==> src/rtl/cpd_pkg.sv <==
package cpd_pkg;

    typedef enum logic {
        CMD_IDLE = 1'b0,
        CMD_HALF = 1'b1
    } cmd_state_e;

    typedef enum logic {
        FILL_IDLE  = 1'b0,
        FILL_ARMED = 1'b1
    } fill_state_e;

    typedef enum logic [2:0] {
        EV_NONE,
        EV_REGW,
        EV_REGW_DROP,
        EV_FIRST,
        EV_SECOND,
        EV_DWR,
        EV_DRD,
        EV_STAT
    } port_event_e;

    localparam logic [1:0] KIND_FILL = 2'd2;

endpackage

==> src/rtl/cpd_shadow_regs.sv <==
module cpd_shadow_regs #(
    parameter int unsigned IDX_W   = 5,
    parameter int unsigned DATA_W  = 8,
    parameter int unsigned NUM_CPY = 3,
    parameter int unsigned CPY_IDX [NUM_CPY] = '{1, 15, 23}
) (
    input  logic                      clk,
    input  logic                      rst_n,
    input  logic                      wr_en,
    input  logic [IDX_W-1:0]          wr_idx,
    input  logic [DATA_W-1:0]         wr_data,
    output logic [NUM_CPY*DATA_W-1:0] copies
);

    genvar g;
    generate
        for (g = 0; g < NUM_CPY; g++) begin : g_copy
            logic [DATA_W-1:0] val_q;
            always_ff @(posedge clk) begin
                if (!rst_n) begin
                    val_q <= '0;
                end else if (wr_en && (wr_idx == IDX_W'(CPY_IDX[g]))) begin
                    val_q <= wr_data;
                end
            end
            assign copies[g*DATA_W +: DATA_W] = val_q;
        end
    endgenerate

endmodule

==> src/rtl/cpd_cmd_fsm.sv <==
module cpd_cmd_fsm
    import cpd_pkg::*;
#(
    parameter int unsigned WORD_W    = 16,
    parameter int unsigned ADDR_W    = 16,
    parameter int unsigned CODE_W    = 6,
    parameter int unsigned IDX_W     = 5,
    parameter int unsigned DATA_W    = 8,
    parameter int unsigned LIMIT_IDX = 10
) (
    input  logic              clk,
    input  logic              rst_n,
    input  logic              ctl_valid,
    input  logic [WORD_W-1:0] ctl_word,
    input  logic              dport_wr,
    input  logic              dport_rd,
    input  logic              stat_rd,
    input  logic              ext_mode,
    input  logic [DATA_W-1:0] step,
    output logic              pending,
    output logic [CODE_W-1:0] code,
    output logic [ADDR_W-1:0] addr,
    output logic              rf_we,
    output logic [IDX_W-1:0]  rf_idx,
    output logic [DATA_W-1:0] rf_wdata,
    output logic              acc_valid,
    output logic              acc_write,
    output logic [CODE_W-1:0] acc_code,
    output logic [ADDR_W-1:0] acc_addr,
    output logic              regw_fire,
    output logic              kick,
    output logic              dwr_fire
);

    localparam int unsigned LOW_W    = WORD_W - 2;
    localparam int unsigned HIGH_W   = ADDR_W - LOW_W;
    localparam int unsigned UPCODE_W = CODE_W - 2;
    localparam logic [1:0]  REGW_TAG = 2'b10;

    cmd_state_e  state_q, state_d;
    port_event_e ev;
    logic [CODE_W-1:0] code_q;
    logic [ADDR_W-1:0] addr_q;
    logic [IDX_W-1:0]  word_idx;

    assign word_idx = ctl_word[DATA_W +: IDX_W];

    always_comb begin
        ev = EV_NONE;
        if (ctl_valid) begin
            if (state_q == CMD_HALF) begin
                ev = EV_SECOND;
            end else if (ctl_word[WORD_W-1 -: 2] == REGW_TAG) begin
                if (!ext_mode && (word_idx > IDX_W'(LIMIT_IDX))) begin
                    ev = EV_REGW_DROP;
                end else begin
                    ev = EV_REGW;
                end
            end else begin
                ev = EV_FIRST;
            end
        end else if (dport_wr) begin
            ev = EV_DWR;
        end else if (dport_rd) begin
            ev = EV_DRD;
        end else if (stat_rd) begin
            ev = EV_STAT;
        end
    end

    always_comb begin
        state_d = state_q;
        unique case (state_q)
            CMD_IDLE: if (ev == EV_FIRST) state_d = CMD_HALF;
            CMD_HALF: if (ev == EV_SECOND || ev == EV_DWR ||
                          ev == EV_DRD   || ev == EV_STAT) state_d = CMD_IDLE;
            default:  state_d = CMD_IDLE;
        endcase
    end

    always_ff @(posedge clk) begin
        if (!rst_n) state_q <= CMD_IDLE;
        else        state_q <= state_d;
    end

    always_ff @(posedge clk) begin
        if (!rst_n) begin
            code_q    <= '0;
            addr_q    <= '0;
            rf_we     <= 1'b0;
            rf_idx    <= '0;
            rf_wdata  <= '0;
            acc_valid <= 1'b0;
            acc_write <= 1'b0;
            acc_code  <= '0;
            acc_addr  <= '0;
        end else begin
            rf_we     <= 1'b0;
            acc_valid <= 1'b0;
            unique case (ev)
                EV_REGW: begin
                    rf_we               <= 1'b1;
                    rf_idx              <= word_idx;
                    rf_wdata            <= ctl_word[DATA_W-1:0];
                    code_q[1:0]         <= 2'b00;
                    addr_q[LOW_W-1:0]   <= '0;
                end
                EV_FIRST: begin
                    code_q[1:0]         <= ctl_word[WORD_W-1 -: 2];
                    addr_q[LOW_W-1:0]   <= ctl_word[LOW_W-1:0];
                end
                EV_SECOND: begin
                    code_q[CODE_W-1:2]  <= ctl_word[4 +: UPCODE_W];
                    addr_q[ADDR_W-1:LOW_W] <= ctl_word[HIGH_W-1:0];
                end
                EV_DWR, EV_DRD: begin
                    acc_valid <= 1'b1;
                    acc_write <= (ev == EV_DWR);
                    acc_code  <= code_q;
                    acc_addr  <= addr_q;
                    addr_q    <= addr_q + ADDR_W'(step);
                end
                default: begin
                end
            endcase
        end
    end

    assign pending   = (state_q == CMD_HALF);
    assign code      = code_q;
    assign addr      = addr_q;
    assign regw_fire = (ev == EV_REGW);
    assign kick      = (ev == EV_SECOND) && ctl_word[4 + UPCODE_W - 1];
    assign dwr_fire  = (ev == EV_DWR);

endmodule

==> src/rtl/cpd_fill_fsm.sv <==
module cpd_fill_fsm
    import cpd_pkg::*;
(
    input  logic       clk,
    input  logic       rst_n,
    input  logic       kick,
    input  logic       dma_en,
    input  logic [1:0] kind_sel,
    input  logic       dwr_fire,
    output logic       dma_start,
    output logic [1:0] dma_kind,
    output logic       armed
);

    fill_state_e state_q, state_d;
    logic        request;

    assign request = kick && dma_en;

    always_comb begin
        state_d = state_q;
        unique case (state_q)
            FILL_IDLE: begin
                if (request && kind_sel == KIND_FILL) state_d = FILL_ARMED;
            end
            FILL_ARMED: begin
                if (request) state_d = (kind_sel == KIND_FILL) ? FILL_ARMED : FILL_IDLE;
                else if (dwr_fire) state_d = FILL_IDLE;
            end
            default: state_d = FILL_IDLE;
        endcase
    end

    always_ff @(posedge clk) begin
        if (!rst_n) state_q <= FILL_IDLE;
        else        state_q <= state_d;
    end

    always_ff @(posedge clk) begin
        if (!rst_n) begin
            dma_start <= 1'b0;
            dma_kind  <= 2'd0;
        end else begin
            dma_start <= 1'b0;
            if (request && kind_sel != KIND_FILL) begin
                dma_start <= 1'b1;
                dma_kind  <= kind_sel;
            end else if (!request && dwr_fire && state_q == FILL_ARMED) begin
                dma_start <= 1'b1;
                dma_kind  <= KIND_FILL;
            end
        end
    end

    assign armed = (state_q == FILL_ARMED);

endmodule

==> src/rtl/cmd_port_decoder.sv <==
module cmd_port_decoder #(
    parameter int unsigned WORD_W    = 16,
    parameter int unsigned ADDR_W    = 16,
    parameter int unsigned CODE_W    = 6,
    parameter int unsigned IDX_W     = 5,
    parameter int unsigned DATA_W    = 8,
    parameter int unsigned LIMIT_IDX = 10,
    parameter int unsigned MODE_IDX  = 1,
    parameter int unsigned STEP_IDX  = 15,
    parameter int unsigned TYPE_IDX  = 23,
    parameter int unsigned EXT_BIT   = 2,
    parameter int unsigned DMAEN_BIT = 4
) (
    input  logic              clk,
    input  logic              rst_n,
    input  logic              ctl_valid,
    input  logic [WORD_W-1:0] ctl_word,
    input  logic              dport_wr,
    input  logic              dport_rd,
    input  logic              stat_rd,
    output logic              cmd_pending,
    output logic [CODE_W-1:0] cur_code,
    output logic [ADDR_W-1:0] cur_addr,
    output logic              rf_we,
    output logic [IDX_W-1:0]  rf_idx,
    output logic [DATA_W-1:0] rf_wdata,
    output logic              acc_valid,
    output logic              acc_write,
    output logic [CODE_W-1:0] acc_code,
    output logic [ADDR_W-1:0] acc_addr,
    output logic              dma_start,
    output logic [1:0]        dma_kind,
    output logic              fill_armed
);

    localparam int unsigned NUM_CPY = 3;
    localparam int unsigned CPY_IDX [NUM_CPY] = '{MODE_IDX, STEP_IDX, TYPE_IDX};

    logic [NUM_CPY*DATA_W-1:0] copies;
    logic [DATA_W-1:0] mode_val, step_val, type_val;
    logic regw_fire, kick, dwr_fire;

    assign mode_val = copies[0*DATA_W +: DATA_W];
    assign step_val = copies[1*DATA_W +: DATA_W];
    assign type_val = copies[2*DATA_W +: DATA_W];

    cpd_cmd_fsm #(
        .WORD_W(WORD_W), .ADDR_W(ADDR_W), .CODE_W(CODE_W),
        .IDX_W(IDX_W), .DATA_W(DATA_W), .LIMIT_IDX(LIMIT_IDX)
    ) u_cmd (
        .clk(clk), .rst_n(rst_n),
        .ctl_valid(ctl_valid), .ctl_word(ctl_word),
        .dport_wr(dport_wr), .dport_rd(dport_rd), .stat_rd(stat_rd),
        .ext_mode(mode_val[EXT_BIT]), .step(step_val),
        .pending(cmd_pending), .code(cur_code), .addr(cur_addr),
        .rf_we(rf_we), .rf_idx(rf_idx), .rf_wdata(rf_wdata),
        .acc_valid(acc_valid), .acc_write(acc_write),
        .acc_code(acc_code), .acc_addr(acc_addr),
        .regw_fire(regw_fire), .kick(kick), .dwr_fire(dwr_fire)
    );

    cpd_shadow_regs #(
        .IDX_W(IDX_W), .DATA_W(DATA_W), .NUM_CPY(NUM_CPY), .CPY_IDX(CPY_IDX)
    ) u_copy (
        .clk(clk), .rst_n(rst_n),
        .wr_en(regw_fire),
        .wr_idx(ctl_word[DATA_W +: IDX_W]),
        .wr_data(ctl_word[DATA_W-1:0]),
        .copies(copies)
    );

    cpd_fill_fsm u_fill (
        .clk(clk), .rst_n(rst_n),
        .kick(kick), .dma_en(mode_val[DMAEN_BIT]),
        .kind_sel(type_val[DATA_W-1 -: 2]),
        .dwr_fire(dwr_fire),
        .dma_start(dma_start), .dma_kind(dma_kind), .armed(fill_armed)
    );

endmodule

==> config.mk <==
export PLATFORM = sky130hd
export DESIGN_NAME = cmd_port_decoder
export DESIGN_NICKNAME = d
export VERILOG_FILES = /design/src/rtl/cpd_pkg.sv /design/src/rtl/cpd_shadow_regs.sv /design/src/rtl/cpd_cmd_fsm.sv /design/src/rtl/cpd_fill_fsm.sv /design/src/rtl/cmd_port_decoder.sv
export SDC_FILE = /design/constraint.sdc
export NUM_CORES = 1
export LEC_CHECK = 0
export BUFFER_PORTS_ARGS = -buffer_cell sky130_fd_sc_hd__buf_2
export CAP_MARGIN = 20
export CORE_MARGIN = 2
export CORE_UTILIZATION = 53
export CTS_CLUSTER_DIAMETER = 150
export DETAILED_ROUTE_END_ITERATION = 12
export PLACE_DENSITY_LB_ADDON = 0.2
export SYNTH_ARGS = -nofsm -noshare
export SYNTH_HDL_FRONTEND = slang
export SYNTH_SLANG_ARGS = --single-unit
==> constraint.sdc <==
create_clock -name clk -period 2.7 [get_ports clk]
set_input_delay 0.405 -clock clk [delete_from_list [all_inputs] [get_ports clk]]
set_output_delay 0.405 -clock clk [all_outputs]
set_load 0.02 [all_outputs]
==> results of run 1 <==
## per-stage QoR
stage          cells  worst slack, ns  utilization, %
2_1_floorplan    411            0.504               -
3_3_place_gp     561            0.513            63.0
3_5_place_dp     561            0.469            63.0
4_1_cts          576            0.446            66.0
5_1_grt          576            0.260            66.0
6_report         576            0.423            66.0
## power by group through the flow
stage,registers [mW],logic (mW),clock network [mW]
finish,1.20,0.291,0.850
global route,1.21,0.316,0.924
CTS,1.20,0.289,0.867
detailed placement,1.23,0.288,0
global placement,1.23,0.284,0
floorplan,1.26,0.144,0
## path summary, 6_finish.rpt
check	startpoint	to	slack [ns]
min reg2reg	u_cmd.acc_addr[14]	u_cmd.acc_addr[14]	0.45
max reg2reg	u_cmd.addr[0]	u_cmd.addr[12]	0.42
min	dport_wr	u_cmd.acc_write	0.34
max	u_cmd.addr[0]	u_cmd.addr[12]	0.42
## layout make-up
| cell class | count | area [µm²] | share of cell area, % |
|---|---|---|---|
| Clock buffer | 11 | 141 | 3.36 |
| Clock inverter | 4 | 48.8 | 1.16 |
| Inverter | 11 | 41.3 | 0.980 |
| Multi-Input combinational cell | 300 | 1840 | 43.6 |
| Sequential cell | 77 | 1540 | 36.6 |
| Tap cell | 77 | 96.3 | 2.29 |
| Timing Repair Buffer | 96 | 505 | 12.0 |
## worst reg2reg max path, delay by kind of cell (launching register included)
kind	cells	cell delay (ns)
adders and majority gates	2	0.58
AOI/OAI and AO/OA	3	0.51
buffers and inverters	1	0.05
and+or+nand+nor	2	0.67
DFF	1	0.38
## kinds of logic after synthesis
kind of cell    Yosys count  synth area share, %
simple gates            161                 21.3
compound gates          100                 18.9
buf+inv                  34                 4.22
mux                      28                 7.98
xor+xnor                  2                0.497
flops                    77                 43.7
fa+ha+maj                 9                 3.40
## registers in the layout, indices dropped and copies added, names as in the netlist
name,flops
u_cmd.acc_addr,16
u_cmd.acc_code,6
u_cmd.acc_valid,1
u_cmd.acc_write,1
u_cmd.addr,16
u_cmd.code,6
u_cmd.pending,1
u_cmd.rf_idx,5
u_cmd.rf_wdata,8
u_cmd.rf_we,1
u_copy.g_copy.val_q,12
u_fill.armed,1
u_fill.dma_kind,2
u_fill.dma_start,1
## layer usage
layer	up-vias	part of all wire, %	global-route usage [%]
met5	-	0	0
met4	0	1.8	7.94
met3	12	5.8	5.49
met2	116	47	39.2
met1	1565	45	34.4
li1	1623	-	-
## cell usage after synthesis (2+ instances only)
library cell / instances
and3_1: 4
or3_1: 3
a211oi_1: 2
dfxtp_1: 77
a222oi_1: 2
a21o_1: 4
buf_4: 3
a22oi_1: 6
inv_1: 10
or4_1: 2
o21a_1: 4
ha_1: 8
xnor2_1: 2
nand3_1: 16
clkbuf_1: 11
nor3_1: 3
buf_2: 8
o211ai_1: 5
or2_2: 4
o21ai_0: 9
nand2b_1: 4
nand4_1: 5
a21oi_1: 41
a211o_1: 2
mux2i_1: 27
nor2b_1: 4
nand2_1: 63
a221oi_1: 2
and2_1: 2
a21boi_1: 2
and4_1: 3
nor2_1: 41
a31oi_1: 8
==> impl_metrics.json, run 1 <==
{
  "drc": 0,
  "drt-initial-drc-count": 256,
  "syn_inst": 411,
  "finalCriticalPeriod_ns": 2.28,
  "grt_max_degree": 47,
  "areaGrowthSynthToFinish_pct": 19.4,
  "die_w_um": 85.6,
  "final_common_cell": "buf_2",
  "num_vias": 3316,
  "initial_utilization_pct": 55.3,
  "setup_violations": 0,
  "globalplace.congestion": 0.879,
  "synth-seq-cells": 77,
  "portBuffers": 86,
  "overflow": 0,
  "die-height_um": 85.6,
  "synth_cell_type_count": 57,
  "synthFlopType": "dfxtp_1",
  "crit_path_max_incr_delay_ns": 0.51,
  "mostFrequentLayoutCells": "buf_2 (86), dfxtp_1 (77), nand2_1 (63)",
  "drt_wl_total_um": 9000,
  "crit_family": "simple AND/OR/NAND/NOR gates",
  "root_buffer": "clkbuf_8",
  "worstSetupPathDepth": 8,
  "worstSetupPathType": "flop to flop",
  "slew_headroom_pct": 48.1,
  "post_cts_buffers": 0,
  "status": "completed",
  "grt_usage_pct": 25.0,
  "p_leak_nw": 1.95,
  "drv_slew": 0,
  "ctsHtreeMaxLevel": 3,
  "cts_tree": "done",
  "cap_violations": 0,
  "yosysWarnings": 0,
  "switching_share_pct": 26.8,
  "grt_pass1_vias": 2930,
  "slowest_stage": "or4_1",
  "p_sw_uw": 629,
  "wl_per_cell_um": 15.6,
  "num_rows": 29,
  "dpl.hpwl_um": 6440,
  "cp_max_fo": 5,
  "ys_top_cells_by_area": "dfxtp_1 (44%), mux2i_1 (7.7%), nand2_1 (6.7%), a21oi_1 (5.8%), nor2_1 (4.4%)",
  "worstPathArrival_ns": 2.54,
  "cts.sinks": 77,
  "pwr-share-clk_pct": 36.3,
  "syn_nets": 442,
  "endpoint_kind": "flop",
  "post-route-period-util_pct": 84.3,
  "cts_made_buffers": 9,
  "cp.required_ns": 2.96,
  "antenna_cells": 0,
  "ir_drop_mv": 0.386,
  "synth.avg_cell_area_um2": 8.58,
  "final_antenna_net_count": 0,
  "max_freq_ghz": 0.439,
  "reg2regPathDepth": 8,
  "finalSetupTns_ns": 0,
  "antenna_found_initial": 0,
  "synth.cell_area_mm2": 0.00353,
  "tightest_slew_ns": 0.777,
  "place_area_mm2": 0.00402,
  "fin_nets": 526,
  "power.density_mw_per_mm2": 556,
  "postCtsHoldBufs": 0,
  "core_mm2": 0.00639,
  "vias_per_cell": 5.76,
  "cts_resized": 0,
  "ios": 87,
  "nFillCells": 544,
  "finalHoldViolCount": 0,
  "synth-async-reset-ratio_pct": 0,
  "yosys.area.top_type": "dfxtp_1",
  "worstPathCellList": "ha_1, inv_1, fa_1, nor2b_1, o31a_1, o211ai_1, or4_1, o211ai_1",
  "worstHoldPathType": "input port to flop",
  "synth_edf_count": 0,
  "rsz0062_at_grt": "false",
  "power_mw": 2.34,
  "grt_first_pass_wirelength_um": 14600,
  "first_pass_iters": 5,
  "synth_top_area_share_pct": 43.7,
  "whs_ns": 0.342,
  "worst_setup_path_start_kind": "flop",
  "cp_common_cell": "o211ai_1",
  "hold_path_depth": 3,
  "ys_seq_area_share_pct": 43.7,
  "stdcell_area_mm2": 0.00421,
  "skew_ns": 0.00314,
  "clock_latency_ns": 0.34,
  "combPwrFrac_pct": 12.4,
  "cts.clk_slew.worst_paths_ns": 0.08,
  "fp.dieArea_mm2": 0.00733,
  "intPower_mw": 1.71,
  "clock_path_buffers": 2,
  "path_buf_inv": 1,
  "pwr-share-seq_pct": 51.3,
  "layout-drive-gt1-share_pct": 24.4
}
No activity file was read; power rests on OpenSTA's default activity.
==> run 2, diff against run 1 <==
--- a/config.mk
+++ b/config.mk
@@ -5,10 +5,11 @@
 export SDC_FILE = /design/constraint.sdc
 export NUM_CORES = 1
 export LEC_CHECK = 0
+export ABC_AREA = 1
 export BUFFER_PORTS_ARGS = -buffer_cell sky130_fd_sc_hd__buf_2
 export CAP_MARGIN = 20
 export CORE_MARGIN = 2
-export CORE_UTILIZATION = 53
+export CORE_UTILIZATION = 48
 export CTS_CLUSTER_DIAMETER = 150
 export DETAILED_ROUTE_END_ITERATION = 12
 export PLACE_DENSITY_LB_ADDON = 0.2
==> constraint.sdc (replaced) <==
create_clock -name clk -period 1.85 [get_ports clk]
set_input_delay 0.2775 -clock clk [delete_from_list [all_inputs] [get_ports clk]]
set_output_delay 0.2775 -clock clk [all_outputs]
set_load 0.02 [all_outputs]
==> impl_metrics.json, run 2 <==
{
  "cap_violations": 0,
  "initial_utilization_pct": 50.0,
  "drt_wl_total_um": 10200,
  "synth.most_common_cell": "nand2_1",
  "vias_per_cell": 5.10,
  "status": "completed",
  "syn_inst": 513,
  "timing.rr.end": "u_cmd.addr[14]",
  "first_pass_iters": 4,
  "mostFrequentLayoutCells": "nand2_1 (123), buf_2 (86), nor2_1 (71)",
  "cts.clk_slew.worst_paths_ns": 0.09,
  "globalplace.congestion": 0.911,
  "post-route-period-util_pct": 99.1,
  "reg2regPathDepth": 12,
  "slew_headroom_pct": 70.1,
  "die_w_um": 91.2,
  "synth_edf_count": 0,
  "cts_made_buffers": 9,
  "root_buffer": "clkbuf_8",
  "synthTopCellsByCount": "nand2_1 (127), dfxtp_1 (77), nor2_1 (74)",
  "fin_nets": 651,
  "portBuffers": 86,
  "final_antenna_net_count": 0,
  "clock_latency_ns": 0.36,
  "num_vias": 3694,
  "cp.required_ns": 2.10,
  "fin_cells": 724,
  "crit_path_max_incr_delay_ns": 0.37,
  "worst_setup_path_start_kind": "flop",
  "cts_tree": "done",
  "worstPathCellList": "ha_4, inv_2, fa_2, o21ai_2, nand2_1, nand2_2, nand2_4, nor2_4, nand3b_1, nand2_1, nor2_1, nor2_1",
  "skew_ns": 0.00767,
  "core_mm2": 0.00729,
  "synth.cell_area_mm2": 0.00365,
  "drv_slew": 0,
  "stdcell_area_mm2": 0.00469,
  "endpoint_kind": "flop",
  "setup_violations": 0,
  "ys_top_cells_by_area": "dfxtp_1 (42%), nand2_1 (13%), nor2_1 (7.6%), a21oi_1 (6.2%), o21ai_0 (4.9%)",
  "ys_seq_area_share_pct": 42.3,
  "whs_ns": 0.187,
  "p_leak_nw": 2.30,
  "ctsHtreeMaxLevel": 3,
  "synthFlopType": "dfxtp_1",
  "grt_usage_pct": 24.8,
  "hold_path_depth": 3,
  "dpl.hpwl_um": 7310,
  "ir_drop_mv": 0.431,
  "slowest_stage": "dfxtp_2",
  "synth.avg_cell_area_um2": 7.11,
  "yosysWarnings": 0,
  "nFillCells": 706,
  "worstSetupPathType": "flop to flop",
  "antenna_cells": 0,
  "synth_cell_type_count": 37,
  "grt_max_degree": 49,
  "rsz0062_at_grt": "true",
  "grt_pass1_vias": 3459,
  "final-seq-area_mm2": 0.00156,
  "power_mw": 3.74,
  "drc": 0,
  "synth_top_area_share_pct": 42.3,
  "grt_first_pass_wirelength_um": 16600,
  "clock_path_buffers": 2,
  "wl_per_cell_um": 14.1,
  "drt-initial-drc-count": 192,
  "finalHoldViolCount": 0,
  "r2r_slack_ns": 0.02,
  "tightest_slew_ns": 0.449,
  "power.density_mw_per_mm2": 797,
  "antenna_found_initial": 0,
  "layout-drive-gt1-share_pct": 30.1,
  "crit_family": "simple AND/OR/NAND/NOR gates",
  "cts.sinks": 77,
  "place_area_mm2": 0.00434,
  "syn_nets": 544,
  "crit_start": "u_copy.g_copy[1].val_q[0]",
  "path_buf_inv": 1,
  "yosys.area.top_type": "dfxtp_1",
  "multiInputGateArea_mm2": 0.00197,
  "worstSetupPathDepth": 12,
  "final_common_cell": "nand2_1",
  "die-height_um": 91.2,
  "ios": 87,
  "finalCriticalPeriod_ns": 1.83,
  "crit_path_end": "u_cmd.addr[14]",
  "worstHoldPathType": "input port to flop",
  "fp.dieArea_mm2": 0.00831,
  "reg2reg_from": "u_copy.g_copy[1].val_q[0]",
  "num_rows": 31,
  "finalSetupTns_ns": 0,
  "max_freq_ghz": 0.546,
  "cp_max_fo": 3,
  "place_inst": 706,
  "synth-async-reset-ratio_pct": 0,
  "areaGrowthSynthToFinish_pct": 28.6,
  "overflow": 0,
  "worstPathArrival_ns": 2.08,
  "synth-seq-cells": 77
}
==> run 2: changes by cell type in the layout (fill, tap and decap cells not counted), moves of 11 or more <==
cell,previous run,this run
nand2_1,63,123
nor2_1,41,71
mux2i_1,27,0
o21ai_0,9,35
inv_1,10,34
buf_4,10,26
o21ai_1,1,12
==> run 2: worst min-delay path by stage <==
| stage | to | startpoint | slack [ns] |
|---|---|---|---|
| 2_1_floorplan | u_copy.g_copy[1].val_q[1] | ctl_word[1] | 0.42 |
| 3_5_place_dp | u_cmd.acc_addr[15] | u_cmd.acc_addr[15] | 0.46 |
| 5_1_grt | u_cmd.code[0] | ctl_word[14] | 0.21 |
| 3_3_place_gp | u_cmd.acc_addr[15] | u_cmd.acc_addr[15] | 0.45 |
| 6_report | u_cmd.code[0] | ctl_word[14] | 0.19 |
| 4_1_cts | u_cmd.code[0] | ctl_word[14] | 0.18 |
==> run 2: worst reg2reg max path: stages (launching register included) <==
cell and delay [ns]:
dfxtp_2 0.37, ha_4 0.14, inv_2 0.03, fa_2 0.35, o21ai_2 0.17, nand2_1 0.08, nand2_2 0.12, nand2_4 0.08
nor2_4 0.09, nand3b_1 0.12, nand2_1 0.05, nor2_1 0.08, nor2_1 0.04
==> run 2: layout make-up <==
| type | instances | share of cell area (%) |
|---|---|---|
| clock inverters | 7 | 1.20 |
| clock buffers | 9 | 2.64 |
| repair buffers | 116 | 14.9 |
| inverters | 42 | 3.36 |
| well taps | 99 | 2.64 |
| flip-flops and latches | 77 | 33.2 |
| multi-input cells | 374 | 42.1 |
==> run 2: kinds of logic (layout without fill, tap and decap cells) <==
group	count (synthesis)	count (layout)	share of synthesized area (%)
AND/OR/NAND/NOR	258	258	31.0
AO/OA/AOI/OAI	100	100	14.2
flip-flops	77	77	42.3
buffers and inverters	62	174	7.55
adder cells (fa/ha/maj)	9	9	3.29
XOR/XNOR	7	7	1.68
==> run 2: where the power goes <==
part | internal, mW | switching (mW)
clock network | 0.503 | 0.685
registers | 1.75 | 0.0641
logic | 0.260 | 0.475
total | 2.51 | 1.22
==> run 2: layer usage <==
metal / vias to the layer above / global-route usage [%] / part of all wire, %
met5: - / 0 / 0
met1: 1704 / 33.4 / 46
li1: 1873 / - / -
met4: 0 / 8.08 / 1.6
met3: 16 / 4.48 / 5.0
met2: 101 / 40.4 / 47
==> run 2: timing repair <==
action                                  CTS  global route
pin swaps                                 4            13
resized for setup                         7            25
setup buffers                             1             1
hold buffers                              0             0
endpoints found under the setup margin    3             9
==> run 2: metrics by stage <==
step	utilization (%)	setup slack, ns
3_5_place_dp	59.5	-0.0698
4_1_cts	62.4	0.00153
6_report	64.3	0.0169
2_1_floorplan	-	0.0175
5_1_grt	64.3	-0.106
3_3_place_gp	59.5	-0.0323
==> run 3, diff against run 2 <==
--- a/config.mk
+++ b/config.mk
@@ -8,6 +8,7 @@
 export ABC_AREA = 1
 export BUFFER_PORTS_ARGS = -buffer_cell sky130_fd_sc_hd__buf_2
 export CAP_MARGIN = 20
+export CORE_ASPECT_RATIO = 1.1
 export CORE_MARGIN = 2
 export CORE_UTILIZATION = 48
 export CTS_CLUSTER_DIAMETER = 150
==> impl_metrics.json, run 3 (same netlist as run 2, synthesis figures left out) <==
{
  "worstHoldPathType": "input port to flop",
  "grt_pass1_vias": 3289,
  "initial_utilization_pct": 49.1,
  "path_buf_inv": 2,
  "p_sw_mw": 1.30,
  "drt_wl_total_um": 10000,
  "cp.required_ns": 2.09,
  "combPwrFrac_pct": 18.7,
  "reg2regPathDepth": 12,
  "worstSetupPathType": "flop to flop",
  "num_rows": 33,
  "first_pass_iters": 5,
  "wl_per_cell_um": 14.1,
  "core_mm2": 0.00743,
  "final_common_cell": "nand2_1",
  "final_antenna_net_count": 0,
  "status": "completed",
  "crit_family": "simple AND/OR/NAND/NOR gates",
  "hold_path_depth": 3,
  "cts_tree": "done",
  "slowest_stage": "dfxtp_2",
  "drt-met1-wl_um": 4660,
  "whs_endpoint": "u_cmd.code[1]",
  "globalplace.congestion": 0.894,
  "ios": 87,
  "finalHoldViolCount": 0,
  "postCtsHoldBufs": 0,
  "intPower_mw": 2.54,
  "power.density_mw_per_mm2": 827,
  "switching_share_pct": 33.9,
  "die-height_um": 95.4,
  "layout-drive-gt1-share_pct": 29.4,
  "grt_usage_pct": 25.0,
  "root_buffer": "clkbuf_8",
  "drc": 0,
  "grt_first_pass_wirelength_um": 16100,
  "pwr-share-seq_pct": 47.3,
  "ctsHtreeMaxLevel": 3,
  "finalSetupTns_ns": 0,
  "worstPathArrival_ns": 2.06,
  "overflow": 0,
  "drv_slew": 0,
  "nFillCells": 701,
  "whs_ns": 0.172,
  "die_w_um": 87.1,
  "highest_layer": "met4",
  "r2r_slack_ns": 0.04,
  "grt_max_degree": 49,
  "skew_ns": 0.0101,
  "hold_start": "ctl_word[15]",
  "crit_start": "u_copy.g_copy[1].val_q[0]",
  "setup_violations": 0,
  "met3WireLength_um": 456,
  "portBuffers": 86,
  "reg2reg_from": "u_copy.g_copy[1].val_q[0]",
  "rsz0062_at_grt": "true",
  "cts.sinks": 77,
  "pwr-share-clk_pct": 34.0,
  "endpoint_kind": "flop",
  "cts_made_buffers": 9,
  "num_vias": 3645,
  "max_freq_ghz": 0.552,
  "fin_nets": 651,
  "clock_latency_ns": 0.36,
  "drt-initial-drc-count": 198,
  "fp.dieArea_mm2": 0.00831,
  "cp_max_fo": 3,
  "post-route-period-util_pct": 98.0,
  "worstPathCellList": "ha_4, inv_2, fa_2, o21ai_2, nand2_1, nand2_2, buf_4, nand4_1, nand3_1, nand2_1, nor2_1, nor2_1",
  "worst_setup_path_start_kind": "flop",
  "wl_met2_um": 4830,
  "cts.clk_slew.worst_paths_ns": 0.10,
  "crit_path_max_incr_delay_ns": 0.37,
  "dpl.hpwl_um": 7200,
  "antenna_cells": 0,
  "vias_per_cell": 5.12,
  "timing.rr.end": "u_cmd.addr[12]",
  "clock_path_buffers": 2,
  "ir_drop_mv": 0.501,
  "antenna_found_initial": 0,
  "areaGrowthSynthToFinish_pct": 27.3,
  "finalCriticalPeriod_ns": 1.81,
  "p_leak_nw": 2.31,
  "tightest_slew_ns": 0.486,
  "cap_violations": 0,
  "fin_util_pct": 62.4,
  "mostFrequentLayoutCells": "nand2_1 (122), buf_2 (86), nor2_1 (72)",
  "slew_headroom_pct": 67.6
}
==> run 3: cell types whose count changed in the layout (fill, tap and decap cells not counted), sizes merged <==
cell      before  now
clkinv         4    2
inv           44   47
clkinvlp       1    0
==> run 3: repair_timing <==
item                       CTS  global route
gates resized for setup      8            19
setup endpoints to repair    3            10
buffers inserted             0             1
pin swaps                    5            12
==> run 3: area by class of cell <==
class | instances | area (µm²) | share of cell area (%)
multi-input cells | 374 | 1940 | 41.7
clock buffers | 9 | 124 | 2.67
repair buffers | 116 | 684 | 14.7
well taps | 87 | 109 | 2.35
flip-flops and latches | 77 | 1560 | 33.5
clock inverters | 7 | 73.8 | 1.59
inverters | 42 | 158 | 3.40
==> run 3: per-stage QoR <==
stage               std cells  instance area, µm²  total power, mW  setup slack (ns)
detailed placement        695                4320             2.56           -0.0272
floorplan                 513                3660             2.31            0.0175
global placement          695                4320             2.55           -0.0264
global route              712                4640             4.04            -0.158
CTS                       711                4550             3.86          -0.00883
finish                    712                4640             3.84            0.0369
==> run 3: worst max-delay path by stage <==
stage / slack [ns] / depth (start not counted) / end
final: 0.04 / 12 / u_cmd.addr[12]
after global placement: -0.03 / 12 / u_cmd.addr[14]
after floorplan: 0.02 / 10 / u_cmd.addr[7]
after global routing: -0.16 / 12 / u_cmd.addr[12]
after detailed placement: -0.03 / 12 / u_cmd.addr[14]
after CTS: -0.009 / 12 / u_cmd.addr[12]
==> run 3: worst reg2reg max path, cell delays in order (launching register included) <==
cell and delay, ns:
dfxtp_2 0.37, ha_4 0.14, inv_2 0.03, fa_2 0.35, o21ai_2 0.18, nand2_1 0.09, nand2_2 0.08, buf_4 0.12
nand4_1 0.07, nand3_1 0.09, nand2_1 0.05, nor2_1 0.08, nor2_1 0.04
==> run 3: power by group through the flow <==
stage | sequential (mW) | clock (mW) | combinational (mW)
floorplan | 1.96 | 0 | 0.349
global placement | 1.85 | 0 | 0.701
detailed placement | 1.85 | 0 | 0.708
CTS | 1.81 | 1.33 | 0.713
global route | 1.83 | 1.42 | 0.793
finish | 1.81 | 1.31 | 0.720
==> run 3: metal layers <==
metal / GRT usage (%) / vias up
met5: 0 / -
met4: 6.79 / 0
met3: 5.19 / 6
met2: 39.7 / 92
met1: 34.4 / 1675
li1: - / 1872
